<file path="src/rtl/eeprom_pkg.sv">
// Shared types and constants for the serial EEPROM slave.
package eeprom_pkg;
    // Transfer phase of the bus-side state machine
    typedef enum logic [3:0] {
        PH_IDLE,
        PH_DEV,
        PH_DEV_ACK,
        PH_WADDR,
        PH_WADDR_ACK,
        PH_WDATA,
        PH_WDATA_ACK,
        PH_RDATA,
        PH_RACK
    } phase_t;

    // Fixed upper nibble of the 7-bit device address
    localparam logic [3:0] DEV_PREFIX = 4'b1010;
endpackage

</file>
<file path="src/rtl/i2c_line_sync.sv">
// Synchronises SCL and SDA into the clock domain and derives single-cycle
// pulses for SCL edges and for START/STOP conditions.
// Assumes: the system clock is many times faster than SCL, SYNC_STAGES >= 2,
// and the bus idles high.
module i2c_line_sync #(
    parameter int SYNC_STAGES = 2
) (
    input  logic clk,
    input  logic rst_n,
    input  logic scl_i,
    input  logic sda_i,
    output logic scl_s,
    output logic sda_s,
    output logic scl_rise,
    output logic scl_fall,
    output logic start_det,
    output logic stop_det
);
    logic [SYNC_STAGES-1:0] scl_ff;
    logic [SYNC_STAGES-1:0] sda_ff;
    logic                   scl_d;
    logic                   sda_d;

    // Synchroniser chains plus one delayed copy of each line for edge detection
    always_ff @(posedge clk) begin
        if (!rst_n) begin
            scl_ff <= '1;
            sda_ff <= '1;
            scl_d  <= 1'b1;
            sda_d  <= 1'b1;
        end else begin
            scl_ff <= {scl_ff[SYNC_STAGES-2:0], scl_i};
            sda_ff <= {sda_ff[SYNC_STAGES-2:0], sda_i};
            scl_d  <= scl_ff[SYNC_STAGES-1];
            sda_d  <= sda_ff[SYNC_STAGES-1];
        end
    end

    assign scl_s = scl_ff[SYNC_STAGES-1];
    assign sda_s = sda_ff[SYNC_STAGES-1];

    // Edge and bus-condition pulses
    always_comb begin
        scl_rise  = scl_s & ~scl_d;
        scl_fall  = ~scl_s & scl_d;
        start_det = scl_s & scl_d & sda_d & ~sda_s;
        stop_det  = scl_s & scl_d & ~sda_d & sda_s;
    end
endmodule

</file>
<file path="src/rtl/eeprom_page_buf.sv">
// Page write buffer: one data register and one valid flag per in-page slot.
// Assumes: clr has priority over we; the data is read back by slot index
// during the array's write cycle.
module eeprom_page_buf #(
    parameter int PAGE_W = 4,
    parameter int DATA_W = 8
) (
    input  logic                          clk,
    input  logic                          rst_n,
    input  logic                          clr,
    input  logic                          we,
    input  logic [PAGE_W-1:0]             widx,
    input  logic [DATA_W-1:0]             wdata,
    input  logic [PAGE_W-1:0]             ridx,
    output logic [DATA_W-1:0]             rdata,
    output logic [(1<<PAGE_W)-1:0]        mask
);
    localparam int PAGE_BYTES = 1 << PAGE_W;

    logic [PAGE_BYTES-1:0][DATA_W-1:0] slots;

    for (genvar g = 0; g < PAGE_BYTES; g++) begin : g_slot
        logic [DATA_W-1:0] q;
        logic              v;

        // One slot: capture data on its own index, flag it valid, clear on START
        always_ff @(posedge clk) begin
            if (!rst_n) begin
                q <= '0;
                v <= 1'b0;
            end else if (clr) begin
                v <= 1'b0;
            end else if (we && (widx == PAGE_W'(g))) begin
                q <= wdata;
                v <= 1'b1;
            end
        end

        assign slots[g] = q;
        assign mask[g]  = v;
    end

    assign rdata = slots[ridx];

    AST_MASK_CLEARED: assert property (@(posedge clk) disable iff (!rst_n)
        clr |=> (mask == '0));
    AST_SLOT_FLAGGED: assert property (@(posedge clk) disable iff (!rst_n)
        (we && !clr) |=> mask[$past(widx)]);
endmodule

</file>
<file path="src/rtl/eeprom_core_array.sv">
// Storage array with a timed write cycle. On commit it latches the page
// number and the valid mask, raises busy for WRITE_CYCLES clocks, and during
// the first PAGE_BYTES clocks copies each valid buffer slot into the page.
// Assumes: WRITE_CYCLES >= 2**PAGE_W; the buffer data stays still while busy.
module eeprom_core_array #(
    parameter int ADDR_W       = 8,
    parameter int PAGE_W       = 4,
    parameter int DATA_W       = 8,
    parameter int WRITE_CYCLES = 500000
) (
    input  logic                       clk,
    input  logic                       rst_n,
    input  logic                       commit,
    input  logic [ADDR_W-PAGE_W-1:0]   commit_page,
    input  logic [(1<<PAGE_W)-1:0]     commit_mask,
    output logic [PAGE_W-1:0]          buf_idx,
    input  logic [DATA_W-1:0]          buf_data,
    input  logic [ADDR_W-1:0]          raddr,
    output logic [DATA_W-1:0]          rdata,
    output logic                       busy
);
    localparam int DEPTH      = 1 << ADDR_W;
    localparam int PAGE_BYTES = 1 << PAGE_W;
    localparam int CNT_W      = $clog2(WRITE_CYCLES + 1);
    localparam logic [CNT_W-1:0] CNT_LAST = CNT_W'(WRITE_CYCLES - 1);
    localparam logic [CNT_W-1:0] CNT_PAGE = CNT_W'(PAGE_BYTES);

    logic [DATA_W-1:0]        mem [DEPTH];
    logic [CNT_W-1:0]         cyc;
    logic [PAGE_BYTES-1:0]    mask_l;
    logic [ADDR_W-PAGE_W-1:0] page_l;
    logic                     drain_we;

    // Write-cycle timer and latched commit context
    always_ff @(posedge clk) begin
        if (!rst_n) begin
            busy   <= 1'b0;
            cyc    <= '0;
            mask_l <= '0;
            page_l <= '0;
        end else if (commit) begin
            busy   <= 1'b1;
            cyc    <= '0;
            mask_l <= commit_mask;
            page_l <= commit_page;
        end else if (busy) begin
            cyc <= cyc + 1'b1;
            if (cyc == CNT_LAST) begin
                busy <= 1'b0;
            end
        end
    end

    assign buf_idx  = cyc[PAGE_W-1:0];
    assign drain_we = busy && (cyc < CNT_PAGE) && mask_l[buf_idx];

    // Array contents: erased at reset, one valid slot copied per clock while draining
    always_ff @(posedge clk) begin
        if (!rst_n) begin
            for (int i = 0; i < DEPTH; i++) begin
                mem[i] <= '1;
            end
        end else if (drain_we) begin
            mem[{page_l, buf_idx}] <= buf_data;
        end
    end

    assign rdata = mem[raddr];

    AST_COMMIT_WHEN_IDLE: assert property (@(posedge clk) disable iff (!rst_n)
        commit |-> !busy);
    AST_BUSY_AFTER_COMMIT: assert property (@(posedge clk) disable iff (!rst_n)
        commit |=> busy);
endmodule

</file>
<file path="src/rtl/i2c_eeprom_slave.sv">
// Bus-side state machine of the serial EEPROM slave. It decodes the device
// address and the word address, fills the page buffer, starts a write cycle
// on STOP, and shifts read data out MSB first.
// Assumes: inputs are open-drain line levels, sda_oe high pulls SDA low, and
// the clock runs much faster than SCL.
module i2c_eeprom_slave #(
    parameter logic [2:0] DEV_SEL      = 3'b000,
    parameter int         ADDR_W       = 8,
    parameter int         PAGE_W       = 4,
    parameter int         WRITE_CYCLES = 500000,
    parameter int         SYNC_STAGES  = 2
) (
    input  logic clk,
    input  logic rst_n,
    input  logic scl_i,
    input  logic sda_i,
    input  logic wp_i,
    output logic sda_oe
);
    import eeprom_pkg::*;

    localparam int DATA_W     = 8;
    localparam int PAGE_BYTES = 1 << PAGE_W;

    logic                  scl_s, sda_s, scl_rise, scl_fall, start_det, stop_det;
    phase_t                phase;
    logic [3:0]            bit_cnt;
    logic [DATA_W-1:0]     shreg;
    logic [ADDR_W-1:0]     ptr;
    logic                  rw;
    logic                  in_write;
    logic                  busy;
    logic                  buf_we;
    logic                  commit;
    logic                  byte_done;
    logic                  dev_match;
    logic [PAGE_BYTES-1:0] mask;
    logic [PAGE_W-1:0]     drain_idx;
    logic [DATA_W-1:0]     drain_data;
    logic [DATA_W-1:0]     rd_byte;

    i2c_line_sync #(.SYNC_STAGES(SYNC_STAGES)) u_sync (
        .clk       (clk),
        .rst_n     (rst_n),
        .scl_i     (scl_i),
        .sda_i     (sda_i),
        .scl_s     (scl_s),
        .sda_s     (sda_s),
        .scl_rise  (scl_rise),
        .scl_fall  (scl_fall),
        .start_det (start_det),
        .stop_det  (stop_det)
    );

    eeprom_page_buf #(.PAGE_W(PAGE_W), .DATA_W(DATA_W)) u_buf (
        .clk   (clk),
        .rst_n (rst_n),
        .clr   (start_det),
        .we    (buf_we),
        .widx  (ptr[PAGE_W-1:0]),
        .wdata (shreg),
        .ridx  (drain_idx),
        .rdata (drain_data),
        .mask  (mask)
    );

    eeprom_core_array #(
        .ADDR_W       (ADDR_W),
        .PAGE_W       (PAGE_W),
        .DATA_W       (DATA_W),
        .WRITE_CYCLES (WRITE_CYCLES)
    ) u_array (
        .clk         (clk),
        .rst_n       (rst_n),
        .commit      (commit),
        .commit_page (ptr[ADDR_W-1:PAGE_W]),
        .commit_mask (mask),
        .buf_idx     (drain_idx),
        .buf_data    (drain_data),
        .raddr       (ptr),
        .rdata       (rd_byte),
        .busy        (busy)
    );

    // Decode of byte boundaries, device address match, buffer write and commit
    always_comb begin
        byte_done = scl_fall && (bit_cnt == 4'd8) && !start_det && !stop_det;
        dev_match = (shreg[7:1] == {DEV_PREFIX, DEV_SEL});
        buf_we    = byte_done && (phase == PH_WDATA) && !wp_i;
        commit    = stop_det && in_write && (|mask);
    end

    // Main transfer state machine
    always_ff @(posedge clk) begin
        if (!rst_n) begin
            phase    <= PH_IDLE;
            bit_cnt  <= '0;
            shreg    <= '0;
            ptr      <= '0;
            rw       <= 1'b0;
            in_write <= 1'b0;
            sda_oe   <= 1'b0;
        end else if (start_det) begin
            phase    <= PH_DEV;
            bit_cnt  <= '0;
            in_write <= 1'b0;
            sda_oe   <= 1'b0;
        end else if (stop_det) begin
            phase    <= PH_IDLE;
            in_write <= 1'b0;
            sda_oe   <= 1'b0;
        end else begin
            case (phase)
                PH_DEV, PH_WADDR, PH_WDATA: begin
                    if (scl_rise && (bit_cnt != 4'd8)) begin
                        shreg   <= {shreg[DATA_W-2:0], sda_s};
                        bit_cnt <= bit_cnt + 4'd1;
                    end else if (byte_done) begin
                        if (phase == PH_DEV) begin
                            if (dev_match && !busy) begin
                                rw     <= shreg[0];
                                sda_oe <= 1'b1;
                                phase  <= PH_DEV_ACK;
                            end else begin
                                phase <= PH_IDLE;
                            end
                        end else if (phase == PH_WADDR) begin
                            ptr      <= shreg;
                            in_write <= 1'b1;
                            sda_oe   <= 1'b1;
                            phase    <= PH_WADDR_ACK;
                        end else if (wp_i) begin
                            in_write <= 1'b0;
                            phase    <= PH_IDLE;
                        end else begin
                            ptr    <= {ptr[ADDR_W-1:PAGE_W], ptr[PAGE_W-1:0] + 1'b1};
                            sda_oe <= 1'b1;
                            phase  <= PH_WDATA_ACK;
                        end
                    end
                end
                PH_DEV_ACK: begin
                    if (scl_fall) begin
                        bit_cnt <= '0;
                        if (rw) begin
                            shreg  <= rd_byte;
                            ptr    <= ptr + 1'b1;
                            sda_oe <= ~rd_byte[DATA_W-1];
                            phase  <= PH_RDATA;
                        end else begin
                            sda_oe <= 1'b0;
                            phase  <= PH_WADDR;
                        end
                    end
                end
                PH_WADDR_ACK, PH_WDATA_ACK: begin
                    if (scl_fall) begin
                        sda_oe  <= 1'b0;
                        bit_cnt <= '0;
                        phase   <= PH_WDATA;
                    end
                end
                PH_RDATA: begin
                    if (scl_fall) begin
                        if (bit_cnt == 4'd7) begin
                            sda_oe <= 1'b0;
                            phase  <= PH_RACK;
                        end else begin
                            shreg   <= {shreg[DATA_W-2:0], 1'b0};
                            sda_oe  <= ~shreg[DATA_W-2];
                            bit_cnt <= bit_cnt + 4'd1;
                        end
                    end
                end
                PH_RACK: begin
                    if (scl_rise && sda_s) begin
                        phase <= PH_IDLE;
                    end else if (scl_fall) begin
                        shreg   <= rd_byte;
                        ptr     <= ptr + 1'b1;
                        sda_oe  <= ~rd_byte[DATA_W-1];
                        bit_cnt <= '0;
                        phase   <= PH_RDATA;
                    end
                end
                default: phase <= PH_IDLE;
            endcase
        end
    end

    AST_OE_MOVES_SCL_LOW: assert property (@(posedge clk) disable iff (!rst_n)
        (sda_oe != $past(sda_oe)) |-> !scl_s);
    AST_NO_ACK_WHILE_BUSY: assert property (@(posedge clk) disable iff (!rst_n)
        (phase == PH_DEV_ACK) |-> !busy);
    AST_PAGE_BITS_HELD: assert property (@(posedge clk) disable iff (!rst_n)
        buf_we |=> (ptr[ADDR_W-1:PAGE_W] == $past(ptr[ADDR_W-1:PAGE_W])));
endmodule

</file>
<file path="config.mk">
export PLATFORM = sky130hd
export DESIGN_NAME = i2c_eeprom_slave
export DESIGN_NICKNAME = d
export VERILOG_FILES = /design/src/rtl/eeprom_pkg.sv /design/src/rtl/i2c_line_sync.sv /design/src/rtl/eeprom_page_buf.sv /design/src/rtl/eeprom_core_array.sv /design/src/rtl/i2c_eeprom_slave.sv
export SDC_FILE = /design/constraint.sdc
export NUM_CORES = 2
export LEC_CHECK = 0
export BUFFER_PORTS_ARGS = -buffer_cell sky130_fd_sc_hd__buf_2
export CORE_UTILIZATION = 55
export CTS_BUF_LIST = sky130_fd_sc_hd__clkbuf_8
export DETAILED_ROUTE_END_ITERATION = 8
export PLACE_DENSITY = 0.75
export SYNTH_ARGS = -nofsm -noshare
export SYNTH_HDL_FRONTEND = slang
export SYNTH_HIERARCHICAL = 1
export SYNTH_SLANG_ARGS = --single-unit
</file>
<file path="constraint.sdc">
create_clock -name clk -period 3.8 [get_ports clk]
set_input_delay 1.14 -clock clk [delete_from_list [all_inputs] [get_ports clk]]
set_output_delay 1.14 -clock clk [all_outputs]
set_load 0.1 [all_outputs]
</file>
* Word-level counts from Yosys, hierarchy flattened
Memories as Yosys holds them, arrays and structs flattened.
Cells that the tools add are included.
** Cells by class
- Mux-type cells :: 70
- $lt $le $gt $ge :: 2
- Divide/modulo/power cells :: 0
- Shifts and indexed selects :: 0
- Reductions and logical operators :: 71
- Eq/ne operators :: 52
- Bitwise gates (word level) :: 18
- Add/subtract/negate cells :: 4
- Multipliers :: 0
** Operators by type and width (number)
- $mux 8 :: 18
- $mux 4 :: 15
- $eq 4x4->1 const B :: 10
- $eq 4x3->1 const B :: 9
- $bmux 8 s4 :: 1
- $ne 4x4->1 const B :: 8
- $pmux 8 s4 :: 1
- $reduce_and 2->1 :: 16
- $logic_and 1x1->1 :: 28
- $mux 1 :: 26
- $ne 2x2->1 const B :: 13
- $pmux 8 s3 :: 1
- $reduce_and 11->1 :: 2
- $reduce_and 7->1 :: 3
- $pmux 4 s5 :: 1
- $reduce_and 10->1 :: 2
- $add 19x1->19 const B :: 1
- $eq 19x19->1 const B :: 1
- $lt 19x5->1 const B :: 1
- $eq 4x2->1 const B :: 4
- $pmux 4 s4 :: 1
- $reduce_or 16->1 :: 1
- $not 1->1 :: 11
- $mux 3 :: 3
- other kinds (22) :: 40
** Word-level totals
- Bits in read-only memories :: 0
- Memories kept :: 1
- Register bits after elaboration :: 217
- Bits in latches :: 0
- Bits in writable memories :: 2048
** Memories
- u_array.mem :: words 256, bits a word 8, read ports 1, clocked after memory_dff 0, wr ports 256, line eeprom_core_array.sv:28 : logic [DATA_W-1:0] mem [DEPTH];

* Depth between registers and ports, before layout
- Depth in word-level cells :: 11
- Gate-level depth with buffers :: 14

* By module
Netlist, hierarchy kept.
** By module, submodules not included
- eeprom_core_array :: seq. area each 62299.8 sq um, times used 1, area an instance 91133.7 sq um, cells an instance 6540
- eeprom_page_buf :: seq. area each 2882.8 sq um, times used 1, area an instance 6884.1 sq um, cells an instance 757
- i2c_eeprom_slave :: seq. area each 540.5 sq um, times used 1, area an instance 1998.2 sq um, cells an instance 242
- i2c_line_sync :: seq. area each 120.1 sq um, times used 1, area an instance 190.2 sq um, cells an instance 16

* Least setup slack after synthesis
No wires, ideal clock.
- Kind :: input port to flip-flop
- Start :: input rst_n
- End :: memory u_array.mem[108][0] (enable)
- Stages :: 9
- Setup slack :: 0.035 ns
- Setup time :: 0.384 ns
- Arrival time :: 3.381 ns
- Path through :: buf_2 > nor4b_1 > nand3b_1 > nor3_1 > nand2_1 > buf_4 > or2_2 > buf_2 > o21ai_0
** RTL lines
- start: declaration :: line i2c_eeprom_slave.sv:14 : input logic rst_n,
- end: declaration :: line eeprom_core_array.sv:28

* Worst setup path after layout
- Start :: register ptr[0]
- End :: register shreg[2]
** Between the ends
- Longest elaborated chain between the ends :: 4
** RTL lines
- start: declaration :: line i2c_eeprom_slave.sv:29 : logic [ADDR_W-1:0] ptr;
- start signal: assignment :: line i2c_eeprom_slave.sv:128 : ptr <= shreg;
- start signal: assignment :: line i2c_eeprom_slave.sv:136 : ptr <= {ptr[ADDR_W-1:PAGE_W], ptr[PAGE_W-1:0] + 1'b1};
- start signal: assignment :: line i2c_eeprom_slave.sv:147 : ptr <= ptr + 1'b1;
- $mem_v2 256x8 *
- named net rd_byte[2] :: line i2c_eeprom_slave.sv:40 : logic [DATA_W-1:0] rd_byte;
- $mux 8 (on tied branches) :: line i2c_eeprom_slave.sv:178, i2c_eeprom_slave.sv:145
- $mux 8 (on tied branches) :: line i2c_eeprom_slave.sv:176, i2c_eeprom_slave.sv:143
- $pmux 8 s4 * :: line i2c_eeprom_slave.sv:113 : case (phase)
- end signal: assignment :: line i2c_eeprom_slave.sv:116 : shreg <= {shreg[DATA_W-2:0], sda_s};
- end signal: assignment :: line i2c_eeprom_slave.sv:169 : shreg <= {shreg[DATA_W-2:0], 1'b0};
- end signal: assignment :: line i2c_eeprom_slave.sv:179 : shreg <= rd_byte;
- end: declaration :: line i2c_eeprom_slave.sv:28 : logic [DATA_W-1:0] shreg;
Mark *: on every way through the listed nets, which the timed path passes. The rest lies on a longest branch. The select of a mux whose other input is x is not followed.
A chain may end at the register's enable or synchronous reset.

==> results.sh <==
export IMPL_result_of_the_run="finished, violations left"
export IMPL_violated_checks="negative setup slack"
export IMPL_drt_pre_antenna_iters=9
export IMPL_postLayoutCoreUtil_pct=62.91
export IMPL_rsz0062_at_grt="no"
export IMPL_ordered_list_of_cells_on_the_worst_path="buf_12 > buf_4 > mux4_2 > a22oi_1 > a21oi_1 > a21o_1 > nor4_1 > buf_4 > nor4_4 > mux2i_1 > a311oi_1"
export IMPL_min_delay_path_class="primary input to flip-flop"
export IMPL_dp_cells=9953
export IMPL_setup_tns_ns=-0.08973
export IMPL_post_synthesis_cell_area_um2=100200
export IMPL_drt_initial_drc_count=10850
export IMPL_drtAntennaViolNets=0
export IMPL_period_share_pct=101.5
export IMPL_setup_slack_ns=-0.05615
export IMPL_report_final_hold_viol_count=0
export IMPL_htreeDepth=5
export IMPL_critical_path_required_ns=4.69
export IMPL_insertion_delay_ns=1.10
export IMPL_die_area_um2=183900
export IMPL_worstSetupPathType="flip-flop to flip-flop"
export IMPL_worst_setup_path_start_kind="flip-flop"
export IMPL_ys_types=84
export IMPL_hpwl_um=190600
export IMPL_multi_input_area_um2=31250
export IMPL_antenna_violations_before_repair=16
export IMPL_clkSinkCount=2265
export IMPL_ys_top_cells_by_count="2139 x sky130_fd_sc_hd__nand2_1, 2048 x sky130_fd_sc_hd__edfxtp_1, 478 x sky130_fd_sc_hd__mux4_2, 414 x sky130_fd_sc_hd__clkbuf_1, 359 x sky130_fd_sc_hd__o21ai_0"
export IMPL_via_count=69120
export IMPL_synth_sequential_area_ratio_pct=65.71
export IMPL_synthesis_area_per_instance_um2=13.26
export IMPL_via_count_of_the_first_global_routing_pass=68130
export IMPL_tritoncts="done"
export IMPL_setup_violations_final=2
export IMPL_seq_area_um2=65870
export IMPL_floorplan_initialDensity_pct=55.38
export IMPL_cts_max_path_buffers=4
export IMPL_cts_inserted_buffers=361
export IMPL_route_detailed_wl_per_inst_um=27.96
export IMPL_slowest_delay_ns=0.65
export IMPL_peak_fanout_along_the_critical_path=19
export IMPL_yosys_register_bits=2265
export IMPL_ys_top_cells_by_area="sky130_fd_sc_hd__edfxtp_1 61%, sky130_fd_sc_hd__mux4_2 11%, sky130_fd_sc_hd__nand2_1 8.0%, sky130_fd_sc_hd__dfxtp_1 4.3%, sky130_fd_sc_hd__o21ai_0 1.8%"
export IMPL_die_height_um=428.8
export IMPL_fin_skew_ns=0.08399
export IMPL_io_buffer_count=5
export IMPL_layout_filler_cells=12760
export IMPL_drt_vias_per_instance=6.512
export IMPL_syn_inst_count=7555
export IMPL_library_cell_with_the_largest_summed_area_after_synthesis="sky130_fd_sc_hd__edfxtp_1"
export IMPL_commonest_register_cell_after_synthesis="sky130_fd_sc_hd__edfxtp_1"
export IMPL_leakage_nw=36.38
export IMPL_place_congestion=0.9463
export IMPL_drc_errors=0
export IMPL_cts_hold_buffers=0
export IMPL_max_slew_vio_count=0
export IMPL_drive_above_1_share_pct=21.84
export IMPL_floorplan_io_pins=6
export IMPL_clockRootBuffer="sky130_fd_sc_hd__clkbuf_8"
export IMPL_die_w_um=428.8
export IMPL_placementRows=156
export IMPL_clk_transition_reported_paths_ns=0.06
export IMPL_grt_util_all_layers_pct=32.02
export IMPL_power_per_cell_area_nw_per_um2=436.0
export IMPL_timing_critical_path_slowest_stage_cell="sky130_fd_sc_hd__nor4_1"
export IMPL_synth_edff_count=2048
export IMPL_globalRouteOverflowTotal=0
export IMPL_ys_warn_count=6
export IMPL_design_final_nets=7970
export IMPL_cap_viol_max_count=0
export IMPL_endpoint_kind="flip-flop"
export IMPL_critical_path_arrival_ns=4.75
export IMPL_core_area_um2=180900
export IMPL_ir_worst_vdd_mv=0.4174
export IMPL_worst_r2r_setup_slack_ns=-0.06
export IMPL_async_reset_ff_share_pct=0
export IMPL_synth_top_area_share_pct=61.37
export IMPL_grt_pass1_wl_um=434500
export IMPL_routed_wl_um=296700
export IMPL_areaGrowthSynthToFinish_pct=13.59
export IMPL_final_instance_count_excl_fill=10610
export IMPL_path_common_cell="sky130_fd_sc_hd__buf_4"
export IMPL_worst_pin_slew_ns=1.106
export IMPL_leading_cell_type_by_number_of_instances_after_synthesis="sky130_fd_sc_hd__nand2_1"
export IMPL_post_route_min_period_ns=3.856
export IMPL_postSynthNetCount=7567
export IMPL_peak_clock_frequency_supported_by_timing_mhz=259.3
export IMPL_largest_net_degree_at_the_start_of_global_routing=185
export IMPL_finalPower_mw=49.63
export IMPL_max_slew_margin_pct=26.10
[final cells by class]
type	count	area share, %
Multi-Input combinational cell	4516	27.45
Clock buffer	377	4.559
Antenna cell	27	0.05936
Timing Repair Buffer	802	6.419
Sequential cell	2265	57.87
Inverter	12	0.03957
Tap cell	2370	2.605
Clock inverter	244	0.9970
[what timing repair did]
item | CTS | global route
gates resized for setup | 9 | 6
buffers inserted | 0 | 12
setup endpoints to repair | 5 | 6
[routing by layer]
metal  vias up  global-route usage (%)  routed length (um)
met2      5440                   49.90              138300
met1     33980                   40.79               98350
li1      28730                       -                   -
met5         -                       0                  63
met4        10                   16.32               16110
met3       954                   9.653               43890
[critical path: cells and delay by family (launching register included)]
family	cells	cell delay (ns)
compound gates	4	0.91
buf+inv	3	0.82
flops	1	0.40
mux	2	0.73
simple gates	2	0.75
[layout by cell type, fill, tap and decap left out, drive strengths merged, types with 11 or more instances in the layout]
| cell | count |
|---|---|
| nand2b | 29 |
| a21oi | 94 |
| buf | 802 |
| a21boi | 138 |
| a22oi | 145 |
| nor3 | 38 |
| mux2i | 175 |
| a221oi | 32 |
| dfxtp | 217 |
| o22ai | 41 |
| inv | 120 |
| mux4 | 478 |
| nor2 | 256 |
| or2 | 11 |
| diode | 27 |
| a22o | 27 |
| nand4 | 25 |
| a211oi | 14 |
| a31oi | 22 |
| nand2 | 2139 |
| nand3 | 157 |
| o221ai | 32 |
| clkbuf | 377 |
| nor2b | 47 |
| clkinv | 124 |
| o21ai | 393 |
| edfxtp | 2048 |
| o31ai | 39 |
| nor4 | 37 |
[metrics by stage]
step | setup WS (ns) | hold slack, ns | instance area, um^2
final | -0.05615 | 0.2480 | 113800
after floorplan | 0.03471 | 0.3863 | 100200
after detailed placement | -0.4468 | 0.4170 | 107200
after global placement | -0.4457 | 0.4172 | 107200
after CTS | 0.07358 | 0.1641 | 113600
after global routing | 0.005563 | 0.2192 | 113800
[power breakdown]
part / switching, mW / internal, mW / total (mW) / leakage, nW
clock network: 9.47 / 9.47 / 18.9 / 3.63
registers: 0.328 / 28.2 / 28.5 / 22.4
logic: 1.25 / 0.922 / 2.18 / 10.3
total: 11.1 / 38.6 / 49.6 / 36.4
[worst paths after layout]
path,endpoint,depth (start not counted),start
worst max-delay path,shreg[2],11,ptr[0]
worst max register to register,shreg[2],11,ptr[0]
worst min register to register,u_sync/scl_ff[1],1,u_sync/scl_ff[0]
worst min-delay path,u_sync/scl_ff[0],2,scl_i
[logic make-up after synthesis]
| kind of cell | after synthesis | synth area share [%] |
|---|---|---|
| xor gates and xnor gates | 20 | 0.1748 |
| adders and majority gates | 7 | 0.08740 |
| and+or+nand+nor | 2804 | 11.42 |
| buffers and inverters | 774 | 3.432 |
| AOI/OAI and AO/OA | 1029 | 6.655 |
| muxes | 656 | 12.52 |
| DFF | 2265 | 65.71 |
[registers in the layout, summed over array words and instances, names as in the netlist, 4 cells and up]
name,cells
bit_cnt,4
phase,4
ptr,8
shreg,8
u_array/cyc,19
u_array/mask_l,16
u_array/mem,2048
u_array/page_l,4
u_buf/g_slot.q,128
u_buf/g_slot.v,16
No activity file was read; power rests on OpenSTA's default activity.
